## config.mk

```make
export PLATFORM = sky130hd
export DESIGN_NAME = eeprom_guard
export DESIGN_NICKNAME = d
export VERILOG_FILES = /design/src/rtl/eeprom_guard.sv
export SDC_FILE = /design/constraint.sdc
export NUM_CORES = 1
export LEC_CHECK = 0
export BUFFER_PORTS_ARGS = -buffer_cell sky130_fd_sc_hd__buf_2
export CAP_MARGIN = 20
export CORE_ASPECT_RATIO = 0.6
export CORE_MARGIN = 2
export CORE_UTILIZATION = 57
export DETAILED_ROUTE_END_ITERATION = 6
export PLACE_DENSITY = 0.77
export SYNTH_ARGS = -nofsm -noshare
export SYNTH_HDL_FRONTEND = slang
export SYNTH_SLANG_ARGS = --single-unit
```

## constraint.sdc

```tcl
create_clock -name clk -period 2.4 [get_ports clk]
set_input_delay 0.48 -clock clk [delete_from_list [all_inputs] [get_ports clk]]
set_output_delay 0.48 -clock clk [all_outputs]
set_load 0.1 [all_outputs]
```

## src/rtl/eeprom_guard.sv

```systemverilog
module eeprom_guard #(
  parameter int AW          = 6,
  parameter int PROG_CYCLES = 4000
) (
  input  logic       clk,
  input  logic       rst_n,
  input  logic       bus_wr,
  input  logic [1:0] bus_sel,
  input  logic [7:0] bus_wdata,
  output logic [7:0] bus_rdata,
  output logic       mem_rd_stb,
  output logic       mem_wr_stb
);
  localparam int DEPTH = 1 << AW;
  localparam int CW    = $clog2(PROG_CYCLES + 1);
  localparam logic [1:0] SEL_ADDR = 2'd0;
  localparam logic [1:0] SEL_DATA = 2'd1;
  localparam logic [1:0] SEL_CTRL = 2'd2;
  localparam logic [1:0] SEL_KEY  = 2'd3;
  localparam logic [7:0] KEY_A = 8'h55;
  localparam logic [7:0] KEY_B = 8'hAA;

  logic [7:0]    cells [DEPTH];
  logic [AW-1:0] addr_q, paddr_q;
  logic [7:0]    data_q, pdata_q;
  logic          rd_q, wr_q, wren_q, done_q;
  logic [1:0]    ul_q;
  logic [CW-1:0] cnt_q;

  wire ctrl_w = bus_wr && (bus_sel == SEL_CTRL);
  wire key_w  = bus_wr && (bus_sel == SEL_KEY);
  wire rd_go  = ctrl_w && bus_wdata[0] && !wr_q;
  wire wr_go  = ctrl_w && bus_wdata[1] && wren_q && (ul_q == 2'd2) && !wr_q;
  wire finish = wr_q && (cnt_q == CW'(1));

  assign mem_rd_stb = rd_go;
  assign mem_wr_stb = finish;

  always_ff @(posedge clk or negedge rst_n) begin
    if (!rst_n) begin
      addr_q <= '0;
      data_q <= '0;
    end else begin
      if (bus_wr && bus_sel == SEL_ADDR) addr_q <= bus_wdata[AW-1:0];
      if (rd_go) data_q <= cells[addr_q];
      else if (bus_wr && bus_sel == SEL_DATA) data_q <= bus_wdata;
    end
  end

  always_ff @(posedge clk or negedge rst_n) begin
    if (!rst_n) begin
      rd_q   <= 1'b0;
      wren_q <= 1'b0;
      done_q <= 1'b0;
    end else begin
      rd_q <= rd_go;
      if (ctrl_w) wren_q <= bus_wdata[2];
      if (finish) done_q <= 1'b1;
      else if (ctrl_w && !bus_wdata[3]) done_q <= 1'b0;
    end
  end

  always_ff @(posedge clk or negedge rst_n) begin
    if (!rst_n) begin
      ul_q <= 2'd0;
    end else if (key_w) begin
      case (ul_q)
        2'd0:    ul_q <= (bus_wdata == KEY_A) ? 2'd1 : 2'd0;
        2'd1:    ul_q <= (bus_wdata == KEY_B) ? 2'd2 : 2'd0;
        default: ul_q <= 2'd0;
      endcase
    end else if (wr_go) begin
      ul_q <= 2'd0;
    end
  end

  always_ff @(posedge clk or negedge rst_n) begin
    if (!rst_n) begin
      wr_q    <= 1'b0;
      cnt_q   <= '0;
      paddr_q <= '0;
      pdata_q <= '0;
    end else if (wr_go) begin
      wr_q    <= 1'b1;
      cnt_q   <= CW'(PROG_CYCLES);
      paddr_q <= addr_q;
      pdata_q <= data_q;
    end else if (wr_q) begin
      cnt_q <= cnt_q - CW'(1);
      if (finish) wr_q <= 1'b0;
    end
  end

  always_ff @(posedge clk) begin
    if (finish) cells[paddr_q] <= pdata_q;
  end

  always_comb begin
    case (bus_sel)
      SEL_ADDR: bus_rdata = {{(8-AW){1'b0}}, addr_q};
      SEL_DATA: bus_rdata = data_q;
      SEL_CTRL: bus_rdata = {4'b0, done_q, wren_q, wr_q, rd_q};
      default:  bus_rdata = 8'h00;
    endcase
  end
endmodule


```

==> metrics.md <==
| Metric | Value |
|---|---|
| Critical path type | reg2out |
| Hold crit path type | in2async |
| Root buf cell | clkbuf_16 |
| Synth warn | 0 |
| TritonCTS clock tree | done |
| Mapped cell area | approximately 0.022 mm2 |
| Post-synthesis sequential area ratio | 0.740 |
| FF+latch count, synth | 558 |
| Die H | 157 um |
| Ranking of synthesized cells by area | edfxtp_1 69%, mux4_2 9.7%, dfrtp_1 5.2%, mux2i_1 2.8%, mux4_1 2.2% |
| Syn Inst Count | 1,140 |
| RSZ-0062 raised after global routing | true |
| Reg clk slew, reported paths | 70 ps |
| Pwr/cell area | between 700 and 800 mW/mm2 |
| Final min period | 2930 ps |
| Syn-to-layout area delta | 24.5% |
| Worst slew margin | 0.305 |
| Most used DFF post-synth | edfxtp_1 |
| Routed WL | 61.4 mm |
| Worst EP required | 1920 ps |
| Final-report setup violation count | 519 |
| Post-synth cell types | 60 |
| Crit Path Max Fanout | 2 |
| Leading area contributor after synthesis | edfxtp_1 |
| # placed instances | approximately 1,800 |
| Clock Sinks | roughly 560 |
| Antenna Violating Nets Remaining | 0 |
| Largest net degree at the start of global routing | 66 |
| CP endpoint kind | primary output |
| Post-layout nets | 1,388 |
| Vias in the first global route | 12,798 |
| Syn Area/Cell | 19.6 um2 |
| Starting Density | 0.575 |
| Clk_skew | 15.8 ps |
| Worst-Margin Slew | 1040 ps |
| Max-slew violation count | 0 |
| Num CTS Buffers | 46 |
| Die Span X | 259 um |
| Pre-Repair DR Iteration Count | 6 |
| Final worst slack | -533 ps |
| Hold_buf cts | 0 |
| CP arrival | 2450 ps |
| Antenna Cells | 0 |
| Most common cell after layout, fill and taps aside | edfxtp_1 |
| Share of post-route cells with drive strength above 1 | 0.420 |
| Max Freq | 341 MHz |
| Share of the synthesized area in the top cell type | 0.689 |
| Vias per cell | around 6.7 |
| Final Hold Fails | 0 |
| Max H-tree Level | 2 |
| Vias | between 10,000 and 15,000 |
| Initial antenna violation count | 0 |
| Commonest cells after routing, fill and taps aside | 512 x edfxtp_1, 109 x buf_4, 107 x mux4_2, 65 x nor2_4, 65 x buf_12 |
| Status | complete, but fails checks |
| Final worst path period share | 1.22 |
| Maximum clock path buffer count | 3 |
| Core Footprint | 0.0388 mm2 |
| Avg WL per Cell | ~32 um |
| Max-cap violations | 0 |
| First-pass GRT wire length | between 80 and 90 mm |
| Die area | 0.0408 mm2 |
| Number of remaining DRC errors | 0 |
| Overflow left after global routing | 0 |
| GRT Util Overall | 0.307 |
| GP Congestion | 0.946 |
| Non-filler instance count after layout | roughly 1,900 |
| Worst skew pair latency | 570 ps |
| IO Pins | 23 |
| Post-synth EDFFs | 512 |
| Site row count | 56 |
| Pre-CTS setup slack | -297 ps |
| Dpl hpwl | 37.0 mm |
| Post-synth ARST share | 0.0824 |
| Drt initial violations | about 2,100 |
| PortBufs | 22 |
| Syn nets | between 1,000 and 1,500 |
| Maximum vdd drop | 0.591 mV |
| Critical path launch point type | register |
| Leakage power | 10.7 nW |
| Failing checks | setup timing |
==> layout make-up <==
type	count	area, um2
clock buffers	58	1280
clock inverters	23	158
repair buffers	246	2920
inverters	6	26.3
well taps	522	653
fillers	2139	11000
multi-input cells	515	6200
flip-flops and latches	558	16500
==> report_power, final <==
group | switching [W] | internal (W) | total, W
registers | 0.0000846 | 0.0105 | 0.0106
logic | 0.00152 | 0.00118 | 0.00270
clock network | 0.00338 | 0.00398 | 0.00736
total | 0.00498 | 0.0157 | 0.0206
==> registers in the layout, indices dropped and copies added (netlist names), 2 cells and up <==
register and cells:
pdata_q 8, paddr_q 6, cnt_q 12, addr_q 6, cells 512, ul_q 2
data_q 8
==> worst max-delay path: stages (launching register included) <==
cell,delay (ps)
dfrtp_1,380
or4_4,550
nor3_4,180
nand4b_1,170
buf_6,180
clkinvlp_4,70
buf_4,160
buf_12,180
==> stage by stage <==
step | power [W] | area (um2) | TNS, ps | hold slack, ps | utilization
after floorplan | 0.0122 | 22700 | -103160 | 184 | -
final | 0.0206 | 27800 | -203080 | 3.54 | 0.716
after global placement | 0.0130 | 24700 | -36520 | 463 | 0.638
after CTS | 0.0204 | 27400 | -165860 | 14.2 | 0.707
after global routing | 0.0211 | 27800 | -226580 | 56.5 | 0.716
after detailed placement | 0.0130 | 24700 | -58710 | 472 | 0.638
==> what timing repair did <==
item                                    CTS  global route
setup buffers                            45            11
gates cloned                              3             0
endpoints found under the setup margin  523           525
pin swaps                                47            60
resized for setup                       142            81
==> cells by family (layout without fill, tap and decap cells) <==
group / count (synthesis) / after routing / share of synthesized area
buffers and inverters: 67 / 333 / 0.0228
XOR/XNOR: 3 / 3 / 0.00118
AND/OR/NAND/NOR: 199 / 199 / 0.0414
multiplexers: 202 / 202 / 0.160
adder cells (fa/ha/maj): 2 / 2 / 0.00112
AO/OA/AOI/OAI: 109 / 109 / 0.0334
flip-flops: 558 / 558 / 0.740
==> synthesized netlist by cell type, types with 13 or more instances <==
master,instances
mux2i_1,63
nand3_1,21
a21oi_1,18
nand2_1,42
mux2_2,24
a22oi_1,33
nor2_1,85
mux4_1,19
edfxtp_1,512
o21ai_0,13
mux4_2,96
dfrtp_1,46
clkbuf_1,18
==> worst paths after layout <==
path,start,to,slack [ps],depth (start not counted)
max,cnt_q[8],mem_wr_stb,-530,7
min,rst_n,cnt_q[5],4,2
max reg2reg,cnt_q[8],cells[35][1],-490,11
min reg2reg,cnt_q[11],cnt_q[11],510,1
max in group asynchronous,rst_n,addr_q[0],1910,2
min in group clk,bus_wdata[2],data_q[2],210,3
==> metal layers <==
layer	vias up	wire length (um)	part of all wire	track usage
met5	-	0	0	0
met4	0	1750	0.028	0.0843
met3	142	8750	0.14	0.107
met2	1043	27300	0.45	0.446
met1	6551	23500	0.38	0.446
li1	5132	-	-	-
(Power assumes the default switching activity.)
